File: config.mk
export PLATFORM = sky130hd
export DESIGN_NAME = chan_csr
export DESIGN_NICKNAME = d
export VERILOG_FILES = /design/src/rtl/chan_csr_pkg.sv /design/src/rtl/chan_csr_field.sv /design/src/rtl/chan_csr_flag.sv /design/src/rtl/chan_csr.sv
export SDC_FILE = /design/constraint.sdc
export NUM_CORES = 1
export LEC_CHECK = 0
export ABC_CLOCK_PERIOD_IN_PS = 1100
export CORE_ASPECT_RATIO = 1.1
export CORE_MARGIN = 2
export CORE_UTILIZATION = 26
export CTS_BUF_LIST = sky130_fd_sc_hd__clkbuf_8
export DETAILED_ROUTE_END_ITERATION = 10
export PLACE_DENSITY = 0.81
export SLEW_MARGIN = 20
export SYNTH_ARGS = -nofsm -noshare
export SYNTH_HDL_FRONTEND = slang
export SYNTH_SLANG_ARGS = --single-unit
File: constraint.sdc
create_clock -name clk -period 1.1 [get_ports clk]
set_input_delay 0.165 -clock clk [delete_from_list [all_inputs] [get_ports clk]]
set_output_delay 0.165 -clock clk [all_outputs]
set_load 0.03 [all_outputs]
File: src/rtl/chan_csr_pkg.sv
package chan_csr_pkg;
   localparam int FLAG_BIT = 7;
   localparam int IE_BIT   = 6;
   localparam int CFG_LO   = 1;
   localparam int CFG_HI   = 5;
   localparam int CFG_W    = CFG_HI - CFG_LO + 1;
   localparam int DMA_BIT  = 0;
   localparam int USED_W   = FLAG_BIT + 1;

   typedef struct packed {
      logic [1:0] mode;
      logic [1:0] edge_lvl;
      logic       crst;
   } cfg_t;
endpackage

File: src/rtl/chan_csr_field.sv
module chan_csr_field #(
   parameter int W       = 1,
   parameter bit GUARDED = 1'b0
) (
   input  logic         clk,
   input  logic         rst,
   input  logic         we,
   input  logic         unlock,
   input  logic [W-1:0] d,
   output logic [W-1:0] q
);
   logic take;

   generate
      if (GUARDED) begin : g_guarded
         assign take = we & unlock;
      end else begin : g_open
         assign take = we;
      end
   endgenerate

   always_ff @(posedge clk) begin
      if (rst)       q <= '0;
      else if (take) q <= d;
   end
endmodule

File: src/rtl/chan_csr_flag.sv
module chan_csr_flag (
   input  logic clk,
   input  logic rst,
   input  logic evt,
   input  logic rd_hit,
   input  logic wr_hit,
   input  logic wr_bit,
   output logic flag,
   output logic armed
);
   logic clr_ok;

   assign clr_ok = wr_hit & armed & ~wr_bit;

   always_ff @(posedge clk) begin
      if (rst) begin
         flag  <= 1'b0;
         armed <= 1'b0;
      end else begin
         if (evt)         flag <= 1'b1;
         else if (clr_ok) flag <= 1'b0;

         if (wr_hit || evt)     armed <= 1'b0;
         else if (rd_hit && flag) armed <= 1'b1;
      end
   end
endmodule

File: src/rtl/chan_csr.sv
module chan_csr
   import chan_csr_pkg::*;
#(
   parameter int                DATA_W   = 32,
   parameter int                ADDR_W   = 4,
   parameter logic [ADDR_W-1:0] REG_ADDR = '0
) (
   input  logic              clk,
   input  logic              rst,
   input  logic [ADDR_W-1:0] bus_addr,
   input  logic              bus_rd,
   input  logic              bus_wr,
   input  logic [DATA_W-1:0] bus_wdata,
   output logic [DATA_W-1:0] bus_rdata,
   input  logic              chan_evt,
   input  logic              wp_off,
   output logic [1:0]        mode_sel,
   output logic [1:0]        edge_sel,
   output logic              crst_en,
   output logic              ctr_rst,
   output logic              irq,
   output logic              dma_en
);
   localparam int PAD_W = DATA_W - USED_W;

   generate
      if (DATA_W < USED_W) begin : g_bad_width
         $error("chan_csr: DATA_W must be at least 8");
      end
      if (ADDR_W < 1) begin : g_bad_addr
         $error("chan_csr: ADDR_W must be at least 1");
      end
   endgenerate

   logic             sel, rd_hit, wr_hit;
   logic             flag_q, armed_q, ie_q, dma_q;
   logic [CFG_W-1:0] cfg_q;
   cfg_t             cfg_s;
   logic [USED_W-1:0] word;

   assign sel    = (bus_addr == REG_ADDR);
   assign rd_hit = sel & bus_rd;
   assign wr_hit = sel & bus_wr;

   chan_csr_flag u_flag (
      .clk   (clk),
      .rst   (rst),
      .evt   (chan_evt),
      .rd_hit(rd_hit),
      .wr_hit(wr_hit),
      .wr_bit(bus_wdata[FLAG_BIT]),
      .flag  (flag_q),
      .armed (armed_q)
   );

   chan_csr_field #(.W(CFG_W), .GUARDED(1'b1)) u_cfg (
      .clk(clk), .rst(rst), .we(wr_hit), .unlock(wp_off),
      .d(bus_wdata[CFG_HI:CFG_LO]), .q(cfg_q)
   );

   chan_csr_field #(.W(1), .GUARDED(1'b0)) u_ie (
      .clk(clk), .rst(rst), .we(wr_hit), .unlock(wp_off),
      .d(bus_wdata[IE_BIT]), .q(ie_q)
   );

   chan_csr_field #(.W(1), .GUARDED(1'b0)) u_dma (
      .clk(clk), .rst(rst), .we(wr_hit), .unlock(wp_off),
      .d(bus_wdata[DMA_BIT]), .q(dma_q)
   );

   assign cfg_s    = cfg_t'(cfg_q);
   assign mode_sel = cfg_s.mode;
   assign edge_sel = cfg_s.edge_lvl;
   assign crst_en  = cfg_s.crst;
   assign dma_en   = dma_q;
   assign irq      = flag_q & ie_q;
   assign ctr_rst  = chan_evt & cfg_s.crst;

   assign word = {flag_q, ie_q, cfg_q, dma_q};

   generate
      if (PAD_W > 0) begin : g_pad
         assign bus_rdata = rd_hit ? {{PAD_W{1'b0}}, word} : '0;
      end else begin : g_nopad
         assign bus_rdata = rd_hit ? word : '0;
      end
   endgenerate
endmodule

Word level (Yosys, flattened, before mapping)
Cells that the tools add are included.
- register bits after elaboration: 9
- latch bits: 0
- RAM bits: 0
- bits in read-only memories: 0
- input port bits: 42
- output and inout bits: 40
- logic and storage cells: 21
- memories kept: 0
- add/sub/neg operators: 0
- multiply operators: 0
- divide/modulo/power cells: 0
- $lt $le $gt $ge: 0
- eq/ne operators: 0
- shifts and indexed selects: 0
- multiplexer cells: 3
- bitwise logic cells: 8
- reduce and logical (&&, ||, !) cells: 5
- operators by type and width (operator ; number):
    $mux W8 ; 1
    $and A1 B1 Y1 ; 7
    $logic_not A4 Y1 ; 1
    $mux W1 ; 2
    $reduce_bool A2 Y1 ; 1
    $reduce_or A2 Y1 ; 1
    $logic_and A1 B1 Y1 ; 1
    $logic_or A1 B1 Y1 ; 1
    $not A1 Y1 ; 1

Depth between registers and ports, before layout
Gate-level depths: netlist (run 1).
- depth in word-level cells: 6
- depth in mapped cells: 4
- mapped depth without buffers: 3

Hierarchy
Synthesis (run 1) repeated with hierarchy kept, for this count alone.
- cells, all modules: 85
- area total of the unflattened synthesis: 654.4 sq um
- modules (own cells, without submodules) (module ; times used ; cells each ; area each (sq um) ; sequential area each (sq um)):
    chan_csr ; 1 ; 50 ; 297.8 ; 0.0
    chan_csr_field (u_cfg) ; 1 ; 22 ; 219.0 ; 100.1
    chan_csr_flag ; 1 ; 7 ; 70.1 ; 40.0
    chan_csr_field (u_dma ...) ; 2 ; 3 ; 33.8 ; 20.0

Worst setup path after synthesis (run 1)
OpenSTA, ideal clock, no wires.
- path type: input to output
- start point: input port bus_addr[1]
- end point: output port bus_rdata[0]
- data arrival time: 987 ps
- slack: -52 ps
- stages on the path: 3
- cells stage by stage: nor4_4 buf_2 and3_1
- word-level cells in the longest chain between the ends: 3
- ends and longest elaborated chain (element ; RTL line ; source):
    from (decl) ; chan_csr.sv:10 ; input logic [ADDR_W-1:0] bus_addr,
    $logic_not A4 Y1 ; chan_csr.sv:41 ; assign sel = (bus_addr == REG_ADDR);
    $and A1 B1 Y1 ; chan_csr.sv:42 ; assign rd_hit = sel & bus_rd;
    $mux W8 ; chan_csr.sv:83 ; assign bus_rdata = rd_hit ? {{PAD_W{1'b0}}, word} : '0;
    to (decl) ; chan_csr.sv:14 ; output logic [DATA_W-1:0] bus_rdata,
Every way passes these cells.

Worst setup path after layout (run 1)
- start point: input port bus_addr[0]
- end point: output port bus_rdata[3]
The elaborated chain is that of the path after synthesis.

==> flow_summary_export.csv, run 1 <==
group,metric,value,unit
sta,fmax,778,MHz
flow_run,maxCapViolCount,0,
floorplanning,core,2450,µm²
cts,cts-buffers-inserted,3,
placement,placed_cells,142,
hold_path,min_to,"u_flag.armed",
power_and_ir_drop,internal-power,654,µW
power_and_ir_drop,peakVddDrop,544,µV
critical_path,crit_path_cell_trace,"buf_6 > nor4_4 > buf_4 > and3_2 > buf_6",
global_routing,antenna_found_initial,0,
floorplanning,dieWidth,52.1,µm
sta,min_period_over_period,117,%
placement,dp.final_hpwl,1.21,mm
placement,gp_congestion,0.662,
power_and_ir_drop,clkPwrFrac,40.0,%
layout,finalNonFillerCells,148,
power_and_ir_drop,switching_share,30.8,%
layout,fin_nets,160,
logic_synthesis,synth_cells,76,
power_and_ir_drop,combPwrFrac,24.4,%
layout,drive_above_1_share,35.9,%
critical_path,regToRegSetupSlack,0.32,ns
hold_path,holdCritPathClass,"in2reg",
critical_path,crit_required,0.94,ns
sta,finalSetupViolations,10,
route,drt-total-wl,1.57,mm
route,wl_met3,165,µm
logic_synthesis,yosys_warnings,0,
global_routing,grt_overflow,0,
critical_path,cp_data_arrival_time,1.12,ns
logic_synthesis,ys_types,17,
hold_path,hold_depth,2,
power_and_ir_drop,p_sw,291,µW
global_routing,first_global_vias,563,
floorplanning,ios,82,
critical_path,path_max_fanout,5,
sta,finalWorstSetupSlack,-0.185,ns
cts,root_buffer,"clkbuf_8",
route,routed_via_density,4.10,
route,dr.pass1.iters,4,
critical_path,worstRegToRegCells,2,
sta,finalCriticalPeriod,1.29,ns
cts,cts_tree,"built",
floorplanning,floorplan.initialDensity,27.0,%
critical_path,cpPeakStageDelay,0.35,ns
critical_path,crit_path_top_delay_cell,"nor4_4",
sta,final-hold-violation-count,0,
route,met2_wirelength,872,µm
critical_path,r2r-end,"u_flag.armed",
cts,cts_max_level,1,
critical_path,endpoint_kind,"output pin",
logic_synthesis,synthesis.area,661,µm²
global_routing,track_usage,10.9,%
route,wl_per_cell,10.6,µm
power_and_ir_drop,power.leakage,0.486,nW
critical_path,cp-start-kind,"input port",
critical_path,path_class,"in2out",
power_and_ir_drop,pwr-share-seq,35.6,%
cts,ctsHoldBuffers,0,
layout,insertedDiodeCount,0,
global_routing,grt_pass1_wl,2.41,mm
hold_path,hold_start,"chan_evt",
sta,clock_skew,0.0000121,ns
layout,fill_cells,250,
critical_path,r2r_start,"u_flag.flag",
route,top_layer,"met3",
floorplanning,dieArea,2960,µm²
cts,clock_latency,0.23,ns
sta,setup-tns-final,-1.43,ns
cts,cts_buffer_depth,2,
power_and_ir_drop,power_density,905,nW/µm²
logic_synthesis,syn_area_per_cell,8.69,µm²
logic_synthesis,seq_area_frac_synth,27.3,%
power_and_ir_drop,power,945,µW
route,drc,0,
floorplanning,die_h,56.9,µm
cts,cts_sinks,9,
route,vias,607,
run_status,outcome,"complete, but fails checks",
cts,path_clk_slew,0.05,ns
logic_synthesis,yosys_register_bits,9,
global_routing,grt_max_degree,17,
route,wl_met1,528,µm
critical_path,critPathMostFrequentCell,"buf_6",
sta,rsz0062_at_grt,"true",
route,drt_iter0_markers,11,
placement,numPortBuffers,33,
floorplanning,num_rows,19,
sta,drv_slew,0,
run_status,violations,"negative setup slack",
route,ant_nets,0,
layout,syn2layout_area_growth,58.0,%
[worst max-delay path, delay by kind of cell]
| family | cells | cell delay, ns |
|---|---|---|
| AND/OR/NAND/NOR | 2 | 0.53 |
| buffers and inverters | 3 | 0.41 |
[routing by layer]
metal	global-route usage, %	vias to the layer above
met1	10.7	280
li1	-	288
met5	0	-
met3	4.52	0
met2	20.4	39
met4	2.26	0
[cell usage in the layout, fill, tap and decap left out, types with 3 or more instances in the layout]
| cell type | instances |
|---|---|
| clkdlybuf4s50_1 | 11 |
| dfxtp_1 | 8 |
| buf_4 | 15 |
| clkbuf_8 | 3 |
| nand2b_1 | 12 |
| and3_4 | 4 |
| conb_1 | 24 |
| buf_6 | 11 |
| and3_2 | 5 |
| mux2i_1 | 5 |
[power by group through the flow]
stage	Clock [mW]	Sequential, mW	Combinational, mW
floorplan	0	0.345	0.201
global placement	0	0.342	0.225
detailed placement	0	0.342	0.228
CTS	0.383	0.336	0.226
global route	0.402	0.337	0.245
finish	0.378	0.336	0.231
[cell type report]
class                   instances  area, µm²  area share (%)
well taps                      31       38.8            3.72
repair buffers                 41        379            36.3
multi-input cells              63        399            38.2
flip-flops and latches          9        181            17.4
clock buffers                   3       41.3            3.96
clock inverters                 1       3.75           0.360
[repair_timing]
item                       4_1_cts  5_1_grt
gates cloned                     0        0
pin swaps                        1        1
setup endpoints to repair       18       13
setup buffers                    1        1
resized for setup               28        5
hold endpoints to repair         0        0
[per-stage QoR]
stage	worst slack (ns)	hold slack [ns]	cell area, µm²	util (%)
after global placement	-0.540	0.459	935	38.2
after detailed placement	-0.585	0.469	935	38.2
after CTS	-0.192	0.321	1020	41.6
after global routing	-0.234	0.337	1040	42.6
after floorplan	0.00511	0.244	757	-
final	-0.185	0.329	1040	42.6
[synthesized netlist by cell type (all sizes together)]
master	number	share of area, %
buf	26	29
nand2b	12	11
and3	9	8.5
dfxtp	9	27
mux2i	5	7.6
and2	3	2.8
nand4b	2	2.7
nor4	2	4.2
o21ai	2	1.5
a211oi	1	1.1
a31oi	1	0.95
clkbuf	1	0.57
conb	1	0.57
nor2	1	0.57
nor3b	1	1.1
[worst max-delay path by stage]
stage                startpoint            to  slack (ns)  cells after the start
global placement    bus_addr[1]  bus_rdata[6]       -0.54                      5
floorplan           bus_addr[1]  bus_rdata[0]       0.005                      3
CTS                 bus_addr[2]  bus_rdata[5]       -0.19                      5
detailed placement  bus_addr[1]  bus_rdata[6]       -0.58                      5
global route        bus_addr[0]  bus_rdata[5]       -0.23                      5
finish              bus_addr[0]  bus_rdata[3]       -0.19                      5
[registers in the layout, summed over array words and instances (netlist names)]
register / flops
u_cfg.q: 5
u_dma.q: 1
u_flag.armed: 1
u_flag.flag: 1
u_ie.q: 1
[cell families after synthesis]
kind of cell / count (synthesis) / synth area share (%)
and+or+nand+nor: 30 / 31.3
DFF: 9 / 27.3
AOI/OAI and AO/OA: 4 / 3.60
other: 1 / 0.568
buffers and inverters: 27 / 29.7
muxes: 5 / 7.58
Note: power is estimated with default switching activity, not from simulation.
==> inputs of run 2 (changes only) <==
--- a/config.mk
+++ b/config.mk
@@ -6,7 +6,6 @@
 export NUM_CORES = 1
 export LEC_CHECK = 0
 export ABC_CLOCK_PERIOD_IN_PS = 1100
-export CORE_ASPECT_RATIO = 1.1
 export CORE_MARGIN = 2
 export CORE_UTILIZATION = 26
 export CTS_BUF_LIST = sky130_fd_sc_hd__clkbuf_8
==> run 2 against run 1 <==
  * The flow still finishes with violations (negative setup slack)
  * Die area hardly changed
  * Power is 1.9% lower
  * Cell count stayed put
  * Sequential share of layout area hardly changed
  * First-iteration DRC count is 27% lower
  * Core utilization is 0.65 points higher
  * Clock-buffer cell count stayed put
  * Largest power group unchanged
==> flow_summary_export.csv, run 2 (synthesized netlist as in run 1, its figures left out) <==
group,metric,value,unit
route,wl_met1,544,µm
hold_path,holdCritPathClass,"in2reg",
layout,fill_cells,248,
route,vias,592,
critical_path,critPathMostFrequentCell,"buf_6",
cts,root_buffer,"clkbuf_8",
hold_path,min_to,"u_dma.q",
layout,layout_commonest_cell,"conb_1",
run_status,violations,"negative setup slack",
power_and_ir_drop,pwr-share-seq,36.4,%
sta,finalWorstSetupSlack,-0.139,ns
layout,layout_common_cells,"conb_1 (24), buf_6 (13), buf_4 (13), nand2b_1 (12), clkdlybuf4s50_1 (11)",
sta,drv_slew,0,
sta,rsz0062_at_grt,"true",
power_and_ir_drop,clkPwrFrac,38.1,%
critical_path,crit_buf_inv,3,
power_and_ir_drop,internal-power,658,µW
cts,cts-buffers-inserted,3,
global_routing,track_usage,10.8,%
critical_path,cp_data_arrival_time,1.07,ns
critical_path,crit_family,"simple AND/OR/NAND/NOR gates",
hold_path,hold_depth,5,
power_and_ir_drop,peakVddDrop,401,µV
power_and_ir_drop,p_sw,270,µW
power_and_ir_drop,power_density,881,nW/µm²
global_routing,grt_pass1_wl,2.29,mm
layout,fin_util,43.3,%
sta,min_period_over_period,113,%
cts,ctsHoldBuffers,0,
route,ant_nets,0,
critical_path,r2r_start,"u_flag.armed",
sta,final-hold-violation-count,0,
sta,setup-tns-final,-1.03,ns
cts,clock_latency,0.22,ns
hold_path,hold_start,"bus_addr[2]",
global_routing,antenna_found_initial,0,
floorplanning,core,2430,µm²
sta,finalCriticalPeriod,1.24,ns
floorplanning,ios,82,
cts,path_clk_slew,0.04,ns
floorplanning,floorplan.initialDensity,27.2,%
route,drt-total-wl,1.54,mm
flow_run,maxCapViolCount,0,
layout,syn2layout_area_growth,59.3,%
layout,largest_register_ffs,5,
cts,cts_sinks,9,
layout,insertedDiodeCount,0,
floorplanning,num_rows,18,
critical_path,endpoint_kind,"output pin",
sta,clock_skew,0.0000334,ns
route,met2_wirelength,805,µm
critical_path,regToRegSetupSlack,0.34,ns
critical_path,cp-start-kind,"input port",
layout,drive_above_1_share,38.1,%
cts,cts_buffer_depth,2,
critical_path,crit_required,0.94,ns
critical_path,path_class,"in2out",
floorplanning,dieArea,2960,µm²
route,routed_via_density,4.00,
placement,placed_cells,141,
sta,hold_slack,0.370,ns
placement,gp_congestion,0.678,
route,dr.pass1.iters,4,
route,top_layer,"met3",
critical_path,worstRegToRegCells,2,
critical_path,crit_path_cell_trace,"buf_6 > nor4_4 > buf_2 > and3_4 > buf_6",
global_routing,first_global_vias,555,
route,drc,0,
cts,cts_tree,"built",
placement,dp.final_hpwl,1.23,mm
critical_path,path_max_fanout,4,
power_and_ir_drop,switching_share,29.1,%
critical_path,cpPeakStageDelay,0.31,ns
global_routing,grt_overflow,0,
route,wl_met3,192,µm
critical_path,crit_path_top_delay_cell,"nor4_4",
cts,cts_max_level,1,
sta,fmax,807,MHz
route,drt_iter0_markers,8,
placement,numPortBuffers,33,
run_status,outcome,"complete, but fails checks",
sta,finalSetupViolations,14,
critical_path,r2r-end,"u_flag.flag",
power_and_ir_drop,power.leakage,0.500,nW
floorplanning,die_h,54.4,µm
layout,finalNonFillerCells,148,
floorplanning,dieWidth,54.4,µm
power_and_ir_drop,combPwrFrac,25.5,%
layout,fin_nets,161,
route,wl_per_cell,10.4,µm
layout,regMostFlops,"u_cfg.q",
global_routing,grt_max_degree,10,
==> run 2: timing repair <==
item | CTS | global route
resized for setup | 30 | 5
pin swaps | 1 | 1
gates cloned | 1 | 0
setup buffers | 1 | 1
setup endpoints to repair | 18 | 19
==> run 2: final cells by class <==
class | instances | area [µm²] | area share, %
Clock buffer | 3 | 41.3 | 3.92
Sequential cell | 9 | 183 | 17.4
Tap cell | 30 | 37.5 | 3.57
Clock inverter | 1 | 3.75 | 0.357
Multi-Input combinational cell | 63 | 395 | 37.6
Timing Repair Buffer | 42 | 392 | 37.2
==> run 2: how the worst max path moves through the flow <==
| stage | startpoint | to | cells past startpoint |
|---|---|---|---|
| after floorplan | bus_addr[1] | bus_rdata[0] | 3 |
| after global placement | bus_addr[1] | u_cfg.q[2] | 6 |
| after detailed placement | bus_addr[1] | u_cfg.q[3] | 6 |
| after CTS | bus_addr[2] | bus_rdata[7] | 5 |
| after global routing | bus_addr[2] | bus_rdata[7] | 5 |
| final | bus_addr[2] | bus_rdata[7] | 5 |
==> run 2: per-layer routing <==
| layer | global-route usage, % | vias up |
|---|---|---|
| li1 | - | 290 |
| met1 | 11.2 | 265 |
| met2 | 20.7 | 37 |
| met3 | 3.55 | 0 |
| met4 | 2.50 | 0 |
| met5 | 0 | - |
==> run 2: metrics by stage <==
stage | total power, mW | instance area (µm²) | worst slack (ns)
4_1_cts | 0.933 | 1030 | -0.114
2_1_floorplan | 0.546 | 757 | 0.00511
5_1_grt | 0.988 | 1050 | -0.197
3_5_place_dp | 0.573 | 933 | -0.599
6_report | 0.927 | 1050 | -0.139
3_3_place_gp | 0.570 | 933 | -0.515
==> run 2: tightest hold or removal path: stages <==
cell and delay, ns:
buf_6 0.07, nor4_4 0.04, buf_2 0.13, nand4b_1 0.07, o21ai_1 0.06
==> run 2: power groups by stage <==
| stage | logic (mW) | clock network (mW) | registers (mW) |
|---|---|---|---|
| CTS | 0.231 | 0.365 | 0.337 |
| global placement | 0.228 | 0 | 0.342 |
| global route | 0.255 | 0.396 | 0.338 |
| detailed placement | 0.231 | 0 | 0.342 |
| floorplan | 0.201 | 0 | 0.345 |
| finish | 0.236 | 0.353 | 0.338 |
